`src/rtl/irq_hub_pkg.sv`:
```
`timescale 1ns/1ps
package irq_hub_pkg;

   // Byte offsets of the software-visible registers
   localparam int unsigned OFS_ENABLE = 32'h00;
   localparam int unsigned OFS_RAW    = 32'h04;
   localparam int unsigned OFS_MASKED = 32'h08;
   localparam int unsigned OFS_POL    = 32'h0C;
   localparam int unsigned OFS_SENSE  = 32'h10;
   localparam int unsigned OFS_ROUTE  = 32'h14;

   // Smallest address width that reaches the highest offset
   localparam int unsigned MIN_ADDR_W = 5;

   typedef enum logic [2:0] {
      SEL_ENABLE,
      SEL_RAW,
      SEL_MASKED,
      SEL_POL,
      SEL_SENSE,
      SEL_ROUTE,
      SEL_NONE
   } reg_sel_e;

endpackage

```
`src/rtl/irq_hub_sync.sv`:
```
`timescale 1ns/1ps
module irq_hub_sync #(
   parameter int unsigned STAGES = 2
) (
   input  logic clk,
   input  logic rst,
   input  logic d_i,
   output logic q_o
);

   generate
      if (STAGES < 2) begin : g_bad_stages
         $error("irq_hub_sync: STAGES must be at least 2");
      end
   endgenerate

   logic [STAGES-1:0] chain_q;

   always_ff @(posedge clk) begin
      if (rst) begin
         chain_q <= '0;
      end else begin
         chain_q <= {chain_q[STAGES-2:0], d_i};
      end
   end

   assign q_o = chain_q[STAGES-1];

endmodule

```
`src/rtl/irq_hub_src.sv`:
```
`timescale 1ns/1ps
module irq_hub_src (
   input  logic clk,
   input  logic rst,
   input  logic sync_i,    // synchronized request
   input  logic hi_i,      // 1: active-high / rising
   input  logic edge_i,    // 1: edge, 0: level
   input  logic ack_i,     // write-one-to-clear strobe
   output logic raw_o
);

   logic prev_q;
   logic raw_q;
   logic act_now;
   logic act_old;
   logic hit;

   // Polarity-adjusted view of the current and the previous sample
   assign act_now = hi_i ? sync_i : ~sync_i;
   assign act_old = hi_i ? prev_q : ~prev_q;
   assign hit     = act_now & ~act_old;

   always_ff @(posedge clk) begin
      if (rst) begin
         prev_q <= 1'b0;
         raw_q  <= 1'b0;
      end else begin
         prev_q <= sync_i;
         if (edge_i) begin
            // a fresh event overrides a simultaneous clear
            raw_q <= hit | (raw_q & ~ack_i);
         end else begin
            raw_q <= act_now;
         end
      end
   end

   assign raw_o = raw_q;

   AST_EDGE_HOLD: assert property (@(posedge clk) disable iff (rst)
      (edge_i && raw_q && !ack_i) |=> raw_q);

   AST_EDGE_WINS: assert property (@(posedge clk) disable iff (rst)
      (edge_i && hit) |=> raw_q);

   AST_ACK_CLEARS: assert property (@(posedge clk) disable iff (rst)
      (edge_i && ack_i && !hit) |=> !raw_q);

   AST_LEVEL_ACK_IGNORED: assert property (@(posedge clk) disable iff (rst)
      (!edge_i && act_now && ack_i) |=> raw_q);

endmodule

```
`src/rtl/irq_hub_regs.sv`:
```
`timescale 1ns/1ps
module irq_hub_regs
   import irq_hub_pkg::*;
#(
   parameter int unsigned NUM_SRC = 32,
   parameter int unsigned DATA_W  = 32,
   parameter int unsigned ADDR_W  = 5
) (
   input  logic               clk,
   input  logic               rst,
   input  logic               wr_i,
   input  logic [ADDR_W-1:0]  addr_i,
   input  logic [DATA_W-1:0]  wdata_i,
   input  logic [NUM_SRC-1:0] raw_i,
   input  logic [NUM_SRC-1:0] masked_i,
   output logic [NUM_SRC-1:0] en_o,
   output logic [NUM_SRC-1:0] hi_o,
   output logic [NUM_SRC-1:0] edge_o,
   output logic [NUM_SRC-1:0] fast_o,
   output logic [NUM_SRC-1:0] ack_o,
   output logic [DATA_W-1:0]  rdata_o
);

   generate
      if (NUM_SRC < 1 || NUM_SRC > DATA_W) begin : g_bad_width
         $error("irq_hub_regs: NUM_SRC must lie in 1..DATA_W");
      end
      if (ADDR_W < MIN_ADDR_W) begin : g_bad_addr
         $error("irq_hub_regs: ADDR_W too small for the register map");
      end
   endgenerate

   reg_sel_e           sel;
   logic [NUM_SRC-1:0] wbits;
   logic [NUM_SRC-1:0] en_q;
   logic [NUM_SRC-1:0] hi_q;
   logic [NUM_SRC-1:0] edge_q;
   logic [NUM_SRC-1:0] fast_q;

   always_comb begin
      sel = SEL_NONE;
      if      (addr_i == ADDR_W'(OFS_ENABLE)) sel = SEL_ENABLE;
      else if (addr_i == ADDR_W'(OFS_RAW))    sel = SEL_RAW;
      else if (addr_i == ADDR_W'(OFS_MASKED)) sel = SEL_MASKED;
      else if (addr_i == ADDR_W'(OFS_POL))    sel = SEL_POL;
      else if (addr_i == ADDR_W'(OFS_SENSE))  sel = SEL_SENSE;
      else if (addr_i == ADDR_W'(OFS_ROUTE))  sel = SEL_ROUTE;
   end

   assign wbits = wdata_i[NUM_SRC-1:0];

   always_ff @(posedge clk) begin
      if (rst) begin
         en_q   <= '0;
         hi_q   <= '0;
         edge_q <= '0;
         fast_q <= '0;
      end else if (wr_i) begin
         if (sel == SEL_ENABLE) en_q   <= wbits;
         if (sel == SEL_POL)    hi_q   <= wbits;
         if (sel == SEL_SENSE)  edge_q <= wbits;
         if (sel == SEL_ROUTE)  fast_q <= wbits;
      end
   end

   assign ack_o  = (wr_i && sel == SEL_RAW) ? wbits : '0;
   assign en_o   = en_q;
   assign hi_o   = hi_q;
   assign edge_o = edge_q;
   assign fast_o = fast_q;

   always_comb begin
      rdata_o = '0;
      case (sel)
         SEL_ENABLE: rdata_o[NUM_SRC-1:0] = en_q;
         SEL_RAW:    rdata_o[NUM_SRC-1:0] = raw_i;
         SEL_MASKED: rdata_o[NUM_SRC-1:0] = masked_i;
         SEL_POL:    rdata_o[NUM_SRC-1:0] = hi_q;
         SEL_SENSE:  rdata_o[NUM_SRC-1:0] = edge_q;
         SEL_ROUTE:  rdata_o[NUM_SRC-1:0] = fast_q;
         default:    rdata_o = '0;
      endcase
   end

   AST_MASKED_RO: assert property (@(posedge clk) disable iff (rst)
      (wr_i && sel == SEL_MASKED)
      |=> ($stable(en_q) && $stable(hi_q) && $stable(edge_q) && $stable(fast_q)));

   AST_ACK_ONLY_RAW: assert property (@(posedge clk) disable iff (rst)
      (sel != SEL_RAW) |-> (ack_o == '0));

endmodule

```
`src/rtl/irq_hub.sv`:
```
`timescale 1ns/1ps
module irq_hub #(
   parameter int unsigned NUM_SRC     = 32,
   parameter int unsigned DATA_W      = 32,
   parameter int unsigned ADDR_W      = 5,
   parameter int unsigned SYNC_STAGES = 2
) (
   input  logic               clk,
   input  logic               rst,
   input  logic [NUM_SRC-1:0] irq_src_i,
   input  logic               bus_wr_i,
   input  logic [ADDR_W-1:0]  bus_addr_i,
   input  logic [DATA_W-1:0]  bus_wdata_i,
   output logic [DATA_W-1:0]  bus_rdata_o,
   output logic               norm_irq_o,
   output logic               fast_irq_o
);

   logic [NUM_SRC-1:0] sync_s;
   logic [NUM_SRC-1:0] raw_s;
   logic [NUM_SRC-1:0] masked_s;
   logic [NUM_SRC-1:0] en_s;
   logic [NUM_SRC-1:0] hi_s;
   logic [NUM_SRC-1:0] edge_s;
   logic [NUM_SRC-1:0] fast_s;
   logic [NUM_SRC-1:0] ack_s;
   logic               norm_q;
   logic               fast_q;

   generate
      for (genvar i = 0; i < NUM_SRC; i++) begin : g_src
         irq_hub_sync #(
            .STAGES (SYNC_STAGES)
         ) u_sync (
            .clk (clk),
            .rst (rst),
            .d_i (irq_src_i[i]),
            .q_o (sync_s[i])
         );

         irq_hub_src u_src (
            .clk    (clk),
            .rst    (rst),
            .sync_i (sync_s[i]),
            .hi_i   (hi_s[i]),
            .edge_i (edge_s[i]),
            .ack_i  (ack_s[i]),
            .raw_o  (raw_s[i])
         );
      end
   endgenerate

   assign masked_s = raw_s & en_s;

   irq_hub_regs #(
      .NUM_SRC (NUM_SRC),
      .DATA_W  (DATA_W),
      .ADDR_W  (ADDR_W)
   ) u_regs (
      .clk      (clk),
      .rst      (rst),
      .wr_i     (bus_wr_i),
      .addr_i   (bus_addr_i),
      .wdata_i  (bus_wdata_i),
      .raw_i    (raw_s),
      .masked_i (masked_s),
      .en_o     (en_s),
      .hi_o     (hi_s),
      .edge_o   (edge_s),
      .fast_o   (fast_s),
      .ack_o    (ack_s),
      .rdata_o  (bus_rdata_o)
   );

   always_ff @(posedge clk) begin
      if (rst) begin
         norm_q <= 1'b0;
         fast_q <= 1'b0;
      end else begin
         norm_q <= |(masked_s & ~fast_s);
         fast_q <= |(masked_s &  fast_s);
      end
   end

   assign norm_irq_o = norm_q;
   assign fast_irq_o = fast_q;

   AST_FAST_FOLLOWS: assert property (@(posedge clk) disable iff (rst)
      (|(masked_s & fast_s)) |=> fast_irq_o);

   AST_NORM_QUIET: assert property (@(posedge clk) disable iff (rst)
      (!(|(masked_s & ~fast_s))) |=> !norm_irq_o);

   AST_MASK_BLOCKS: assert property (@(posedge clk) disable iff (rst)
      (en_s == '0) |=> (!norm_irq_o && !fast_irq_o));

endmodule

```
`config.mk`:
```
export PLATFORM = sky130hd
export DESIGN_NAME = irq_hub
export DESIGN_NICKNAME = d
export VERILOG_FILES = /design/src/rtl/irq_hub_pkg.sv /design/src/rtl/irq_hub_sync.sv /design/src/rtl/irq_hub_src.sv /design/src/rtl/irq_hub_regs.sv /design/src/rtl/irq_hub.sv
export SDC_FILE = /design/constraint.sdc
export NUM_CORES = 1
export LEC_CHECK = 0
export BUFFER_PORTS_ARGS = -buffer_cell sky130_fd_sc_hd__clkbuf_2
export CAP_MARGIN = 20
export CORE_UTILIZATION = 35
export DETAILED_ROUTE_END_ITERATION = 10
export PLACE_DENSITY = 0.49
export SLEW_MARGIN = 20
export SYNTH_ARGS = -nofsm -noshare
export SYNTH_HDL_FRONTEND = slang
export SYNTH_SLANG_ARGS = --single-unit
```
`constraint.sdc`:
```
create_clock -name clk -period 2.8 [get_ports clk]
set_input_delay 0.28 -clock clk [delete_from_list [all_inputs] [get_ports clk]]
set_output_delay 0.28 -clock clk [all_outputs]
set_load 0.01 [all_outputs]
```
Word-level counts from Yosys, hierarchy flattened
Cells that the tools add are included.
Cells by class
  eq/ne operators: 10
  muxes and demuxes: 104
  bitwise logic cells: 228
  reduce and logical (&&, ||, !) cells: 9
Operators by type and width (number)
  $pmux W32 S6: 1
  $not A1 Y1: 128
  $and A32 B32 Y32: 3
  $mux W1: 96
  $and A1 B1 Y1: 64
  $reduce_or A32 Y1: 2
  $mux W32: 1
  $not A32 Y32: 1
  $or A1 B1 Y1: 32
  $mux W3: 5
  $eq A5 B4 Y1 const B: 2
  $eq A5 B5 Y1 const B: 2
  $reduce_and A2 Y1: 4
  $eq A3 B2 Y1 const B: 2
  $eq A3 B3 Y1 const B: 2
  $eq A5 B3 Y1 const B: 1
  $logic_not A5 Y1: 1
  $eq A3 B1 Y1 const B: 1
  $logic_not A3 Y1: 1
  $mux W2: 1
  $logic_and A1 B1 Y1: 1
Storage, ports and cells
  bits in registers: 258
  bits of input ports: 72
  output and inout bits: 34
  logic and storage cells: 453

Depth between registers and ports, before layout
Gate-level depths: netlist of run 1.
  depth after elaboration: 14
  gate-level depth with buffers: 6
  mapped depth without buffers: 4

Hierarchy
A second synthesis of run 1 with hierarchy kept.
Unflattened totals
  cells, all modules: 1313
  area, all modules: 12007.8 um2
Modules (own cells, without submodules)
  irq_hub_regs: instances 1, cells each 756, area each 7100.6 um2, seq. area each 2562.5 um2
  irq_hub_src: instances 32, cells each 10, area each 81.3 um2, seq. area each 40.0 um2
  irq_hub_sync: instances 32, cells each 4, area each 52.6 um2, seq. area each 40.0 um2
  irq_hub: instances 1, cells each 109, area each 623.1 um2, seq. area each 40.0 um2

Worst setup path after synthesis of run 1
Ideal clock, no wire load.
  path kind: input-to-output
  from: input port bus_addr_i[3]
  to: output port bus_rdata_o[0]
  arrival time: 1326 ps
  required time: 2520 ps
  path slack: 1194 ps
  stages: 6
  buffers on the path: 2
  path through: nor4b_2 -> and2_1 -> buf_2 -> buf_4 -> a22o_1 -> a211o_1
Between the ends
  word-level cells in the longest chain between the ends: 9
  elaborated cells on any way between the ends: 19
  those cells by class: eq/ne (10); mux (7); reduce/logical (2)
RTL lines
  from (decl): RTL line irq_hub.sv:12  | input logic [ADDR_W-1:0] bus_addr_i,
  $eq A5 B5 Y1: RTL line irq_hub_regs.sv:47  | else if (addr_i == ADDR_W'(OFS_ROUTE)) sel = SEL_ROUTE;
  $mux W2: RTL line irq_hub_regs.sv:47
  $mux W3: RTL line irq_hub_regs.sv:46  | else if (addr_i == ADDR_W'(OFS_SENSE)) sel = SEL_SENSE;
  $mux W3: RTL line irq_hub_regs.sv:45  | else if (addr_i == ADDR_W'(OFS_POL)) sel = SEL_POL;
  $mux W3: RTL line irq_hub_regs.sv:44  | else if (addr_i == ADDR_W'(OFS_MASKED)) sel = SEL_MASKED;
  $mux W3: RTL line irq_hub_regs.sv:43  | else if (addr_i == ADDR_W'(OFS_RAW)) sel = SEL_RAW;
  $mux W3 (*): RTL line irq_hub_regs.sv:42  | if (addr_i == ADDR_W'(OFS_ENABLE)) sel = SEL_ENABLE;
  $eq A3 B3 Y1 (tied with other cells): RTL line irq_hub_regs.sv:74  | case (sel)
  $pmux W32 S6 (*): RTL line irq_hub_regs.sv:74
  to (decl): RTL line irq_hub.sv:14  | output logic [DATA_W-1:0] bus_rdata_o,
Every way passes the cells marked *; elsewhere a longest branch is shown, timed or not.

Worst setup path after layout of run 1
  from: input port bus_addr_i[1]
  to: output port bus_rdata_o[20]
Same word-level chain as after synthesis.

==> results of run 1 <==
-- synth_stat cells --
master,count
a21o_1,34
and2_1,5
buf_6,22
buf_2,4
and3_1,5
a22o_1,64
buf_4,17
nand2_1,346
o22ai_1,12
inv_2,1
nor4b_4,1
o2111ai_1,2
nor4_1,4
dfxtp_1,258
a31oi_1,2
nor4_2,1
nor3_1,4
a41oi_1,1
nand4_1,8
buf_8,3
clkbuf_1,42
a21oi_1,131
xnor2_1,30
a211o_1,92
nand3_1,36
nand3b_1,6
nor2b_1,98
and2_4,1
nor4b_2,1
xor2_1,30
-- kinds of logic (layout without fill, tap and decap cells) --
| group | Yosys count | in the layout | share of synthesized area, % |
|---|---|---|---|
| compound gates | 338 | 338 | 21.7 |
| xor+xnor | 60 | 60 | 4.76 |
| buf+inv | 89 | 214 | 5.45 |
| flops | 258 | 258 | 46.8 |
| simple gates | 516 | 516 | 21.3 |
-- critical path, stage by stage --
cell      delay (ps)
clkbuf_2         120
nor4b_4          400
and2_4           570
a22o_1           230
a211o_1          160
clkbuf_2         160
-- report_power, final --
group          switching [µW]  internal [µW]
clock network            1530           2250
registers                85.5           3780
logic                     225            188
total                    1850           6220
-- stage by stage --
stage	hold slack [ps]	cells	setup slack [ps]	power (µW)
CTS	0.355	1782	614	8170
detailed placement	423	1692	622	4320
global route	3.94	1782	506	8370
finish	22.6	1782	593	8060
global placement	416	1692	653	4320
floorplan	408	1261	1190	4150
-- per-layer routing --
metal  part of all wire [%]  up-vias  GRT usage (%)
li1                       -     4542              -
met1                     47     4396           27.9
met2                     46      284           33.1
met3                    5.2       52           2.39
met4                    2.4        0           6.24
met5                      0        -              0
-- state kept, by name (all words and copies together) (netlist names) --
register              flops
fast_irq_o                1
g_src.u_src.prev_q       32
g_src.u_src.raw_o        32
g_src.u_sync.chain_q     64
norm_irq_o                1
u_regs.edge_o            32
u_regs.en_o              32
u_regs.fast_o            32
u_regs.hi_o              32
-- layout make-up --
type / count / area [µm²] / area share [%]
clock buffer: 47 / 926 / 7.11
clock inverter: 8 / 43.8 / 0.337
inverter: 1 / 3.75 / 0.0288
multi-input combinational: 914 / 5270 / 40.5
sequential: 258 / 5160 / 39.7
tap: 396 / 495 / 3.81
timing repair buffer: 158 / 1110 / 8.52
-- worst max path at each step --
stage,startpoint,end,slack (ps),cells after the start
after floorplan,bus_addr_i[3],bus_rdata_o[0],1190,6
after global placement,bus_addr_i[1],bus_rdata_o[20],650,6
after detailed placement,bus_addr_i[1],bus_rdata_o[12],620,6
after CTS,bus_addr_i[1],bus_rdata_o[20],610,6
after global routing,bus_addr_i[1],bus_rdata_o[20],510,6
final,bus_addr_i[1],bus_rdata_o[20],590,6
-- timing repair --
item / 4_1_cts / 5_1_grt
hold buffers: 35 / 0
endpoints found under the setup margin: 0 / 0
hold endpoints to repair: 41 / 0
==> results.ini, run 1 <==
[status]
outcome = finished, violations left
violations = DRC

[clock_tree]
clkSinkCount = 258
tritoncts = built
clk_latency_ps = 550
root_buffer = clkbuf_16
cts_setup_buffers = 0
clkTransAtPathRegs_ps = 60
htree_levels = 1
cts_made_buffers = 30
post_cts_resized = 0
cts_max_path_buffers = 3

[die]
rows = 64
fp.dieW_um = 180
core_mm2 = 0.0308
io_pins = 106
die_h_um = 180
die_area_mm2 = 0.0323
start_util_pct = 35.8

[drt]
drc = 5
ant_nets = 0
routedWlPerCell_um = 18.5
dr.pass1.iters = 11
vias = 9274
drt-initial-drc-count = 691
via_per_inst = 5.20
wirelength_um = 33000

[setup_path]
crit_fanout = 32
worst_setup_path_start_kind = input pin
cp-end-kind = output pin
worstPathRequired_ps = 2520
r2r_start = u_regs.fast_o[12]
critPathKind = input pin to output pin
r2r_cells = 3
rrSetupSlack_ps = 1360
reg2reg_to = norm_irq_o
worstPathArrival_ps = 1930

[global_routing]
grt_pass1_wl_um = 51600
grt_max_degree = 83
grt_pass1_vias = 8882
antenna_found_initial = 0
overflow = 0
grt_util_all_layers_pct = 20.3

[synthesis]
synth_top_area_share_pct = 46.8
ys_ff_latch = 258
synth_fp_nets = 1333
syn_area_mm2 = 0.0110
ys_top_cells_by_area = dfxtp_1 (47%), nand2_1 (12%), a211o_1 (7.3%)
ys_seq_area_share_pct = 46.8
yosysTopAreaCell = dfxtp_1
ys_warn_count = 0
postSynthAreaPerCell_um2 = 8.75
yosysUniqueCellTypes = 30
synthCells = 1261

[timing]
slew_violations = 0
setup_viol = 0
clock.fmax_ghz = 0.453
tns_ps = 0
rsz0062_at_grt = false
relSlewSlack_pct = 61.9
skew_ps = 11.0
finalCriticalPeriod_ps = 2210
hold_viol_final = 0
min_period_over_period_pct = 78.8
worst_slew_pin_slew_ps = 572

[finish]
nets = 1435
n_antenna_cell = 0
drive_above_1_share_pct = 12.7
final_area_mm2 = 0.0130
layout_commonest_cell = nand2_1
final_cell_mix = nand2_1 (346), dfxtp_1 (258), a21oi_1 (131)
nFillCells = 3105
syn_to_final_growth_pct = 17.9
final_core_util_pct = 42.2

[pwr]
power.density_mw_per_mm2 = 620
ir_drop_uv = 522
p_leak_uw = 0.00550

[worst_hold_path]
holdCritPathClass = input pin to register
holdPathStages = 2
whs_endpoint = g_src[20].u_sync.chain_q[0]
min_from = irq_src_i[20]

[placement]
gp_congestion = 0.791
portBuffers = 105
dpl_cell_area_mm2 = 0.0117
dp_hpwl_um = 19400

[run]
maxCapViolCount = 0

(Power assumes the default switching activity.)
==> run 2: changes to the inputs <==
--- a/config.mk
+++ b/config.mk
@@ -5,11 +5,12 @@
 export SDC_FILE = /design/constraint.sdc
 export NUM_CORES = 1
 export LEC_CHECK = 0
+export ABC_AREA = 1
 export BUFFER_PORTS_ARGS = -buffer_cell sky130_fd_sc_hd__clkbuf_2
 export CAP_MARGIN = 20
 export CORE_UTILIZATION = 35
 export DETAILED_ROUTE_END_ITERATION = 10
-export PLACE_DENSITY = 0.49
+export PLACE_DENSITY = 0.51
 export SLEW_MARGIN = 20
 export SYNTH_ARGS = -nofsm -noshare
 export SYNTH_HDL_FRONTEND = slang
==> constraint.sdc (replaced) <==
create_clock -name clk -period 1.97 [get_ports clk]
set_input_delay 0.197 -clock clk [delete_from_list [all_inputs] [get_ports clk]]
set_output_delay 0.197 -clock clk [all_outputs]
set_load 0.01 [all_outputs]
==> run 2 against run 1 <==
The run still ends with DRC left; clock skew fell by 1.9 ps; global-route usage decreased by 0.51 points; critical endpoint is now bus_rdata_o[24]; wire length down 3.4%; synthesized cell count increased by 22%; die area grew 0.33%; sequential power increased by 42%; final cell count up 19%; total power grew 45%; clock power up 44%; count of clock-buffer cells in the layout grew 1.
==> results.ini, run 2 <==
[setup_path]
worstPathArrival_ps = 1560
crit_start = bus_addr_i[3]
cp-end-kind = output pin
worstPathRequired_ps = 1770
reg2reg_to = norm_irq_o
endpoint = bus_rdata_o[24]
rrSetupSlack_ps = 690
r2r_cells = 7
crit_fanout = 10
r2r_start = u_regs.fast_o[8]
critPathKind = input pin to output pin
worst_setup_path_start_kind = input pin

[synthesis]
yosysTopAreaCell = dfxtp_1
postSynthAreaPerCell_um2 = 7.19
ys_ff_latch = 258
synthCells = 1540
synth_common_cells = inv_1 (268), dfxtp_1 (258), o21ai_0 (209)
async_flop_share_pct = 0
synth_fp_nets = 1612
ys_warn_count = 0
synth.most_common_cell = inv_1
synth-edff-count = 0
ys_top_cells_by_area = dfxtp_1 (47%), o21ai_0 (9.4%), a21oi_1 (9.1%)
synth_top_area_share_pct = 46.6
yosysUniqueCellTypes = 26
ys.flop_type = dfxtp_1
syn_area_mm2 = 0.0111
ys_seq_area_share_pct = 46.6

[run]
maxCapViolCount = 0

[die]
io_pins = 106
die_area_mm2 = 0.0324
core_mm2 = 0.0308
rows = 64
die_h_um = 180
start_util_pct = 35.9
fp.dieW_um = 180

[pwr]
p_leak_uw = 0.00587
p_clk_share_pct = 46.7
power.density_mw_per_mm2 = 851
seqPwrFrac_pct = 47.1
power.switching_uw = 2710
combPwrFrac_pct = 6.2
swShare_pct = 23.2
intPower_uw = 8950
ir_drop_uv = 654

[timing]
slew_violations = 0
skew_ps = 9.10
hold_viol_final = 0
finalCriticalPeriod_ps = 1760
tns_ps = 0
setup_viol = 0
relSlewSlack_pct = 55.9
worst_slew_pin_slew_ps = 661
min_period_over_period_pct = 89.4
clock.fmax_ghz = 0.568
rsz0062_at_grt = false

[finish]
layout_commonest_cell = inv_1
final_area_mm2 = 0.0137
nets = 1775
final_cell_mix = inv_1 (267), dfxtp_1 (258), o21ai_0 (209)
final_core_util_pct = 44.4
n_antenna_cell = 0
nFillCells = 3150
largest_reg_flops = 64
drive_above_1_share_pct = 11.6
syn_to_final_growth_pct = 23.7
largest_register = g_src.u_sync.chain_q

[drt]
ant_nets = 0
routedWlPerCell_um = 15.1
drt-initial-drc-count = 677
dr.pass1.iters = 8
vias = 10500
via_per_inst = 4.93
drc = 6
wirelength_um = 31900

[placement]
gp_congestion = 0.803
dp_hpwl_um = 20600
dpl_cell_area_mm2 = 0.0121
portBuffers = 105

[global_routing]
grt_pass1_vias = 9830
grt_pass1_wl_um = 51800
grt_util_all_layers_pct = 19.7
overflow = 0
grt_max_degree = 99
antenna_found_initial = 0

[clock_tree]
htree_levels = 1
tritoncts = built
cts_max_path_buffers = 3
cts_setup_buffers = 0
clkSinkCount = 258
root_buffer = clkbuf_16
clkTransAtPathRegs_ps = 60
cts_made_buffers = 30
clk_latency_ps = 550
post_cts_resized = 0

[worst_hold_path]
holdCritPathClass = input pin to register

[status]
violations = DRC
outcome = finished, violations left

[run 2: how the worst min path moves through the flow]
stage	startpoint	endpoint	depth (start not counted)
4_1_cts	rst	g_src[6].u_src.raw_o	5
5_1_grt	rst	g_src[12].u_src.raw_o	5
3_3_place_gp	g_src[17].u_sync.chain_q[0]	g_src[17].u_sync.chain_q[1]	2
3_5_place_dp	g_src[1].u_sync.chain_q[0]	g_src[1].u_sync.chain_q[1]	2
6_report	rst	g_src[6].u_src.raw_o	5
2_1_floorplan	irq_src_i[0]	g_src[0].u_sync.chain_q[0]	2
[run 2: per-layer routing]
| layer | up-vias | GRT usage, % | wire, µm |
|---|---|---|---|
| met5 | - | 0 | 0 |
| met4 | 0 | 6.17 | 851 |
| met3 | 65 | 2.78 | 1590 |
| met2 | 269 | 33.7 | 14600 |
| met1 | 4778 | 25.7 | 14900 |
| li1 | 5359 | - | - |
[run 2: cells by family (layout without fill, tap and decap cells)]
group / count (synthesis) / in the layout / share of synthesized area (%)
AO/OA/AOI/OAI: 509 / 509 / 23.7
buffers and inverters: 343 / 529 / 12.7
flip-flops: 258 / 258 / 46.6
AND/OR/NAND/NOR: 430 / 430 / 17.0
[run 2: worst max-delay path, cell delays in order]
cell and delay [ps]:
clkbuf_2 160, nor2_4 190, nand3_4 220, inv_1 140
buf_4 220, nand2_1 70, nand2_1 60, inv_1 30
nand4_1 100, clkbuf_2 150
[run 2: power by group through the flow]
| stage | clock [µW] | combinational, µW | sequential, µW |
|---|---|---|---|
| after floorplan | 0 | 388 | 5580 |
| after global placement | 0 | 625 | 5610 |
| after detailed placement | 0 | 631 | 5610 |
| after CTS | 5580 | 732 | 5490 |
| after global routing | 5800 | 821 | 5520 |
| final | 5440 | 725 | 5500 |
[run 2: through the flow]
| step | total power [µW] | hold WS, ps | worst slack (ps) | instances |
|---|---|---|---|---|
| 2_1_floorplan | 5960 | 304 | 702 | 1540 |
| 3_3_place_gp | 6230 | 388 | 228 | 2003 |
| 3_5_place_dp | 6240 | 392 | 200 | 2003 |
| 4_1_cts | 11800 | 188 | 194 | 2122 |
| 5_1_grt | 12100 | 229 | 54.6 | 2122 |
| 6_report | 11700 | 206 | 210 | 2122 |
[run 2: what timing repair did]
action                                  4_1_cts  5_1_grt
hold buffers                                 64        0
hold endpoints to repair                    149        0
endpoints found under the setup margin        0        0
[run 2: cell type report]
cell class	instances	area (µm²)	share of cell area [%]
inverters	273	1030	7.52
well taps	396	495	3.62
flip-flops and latches	258	5160	37.7
repair buffers	201	1520	11.1
clock inverters	7	68.8	0.502
multi-input cells	939	4510	32.9
clock buffers	48	910	6.64
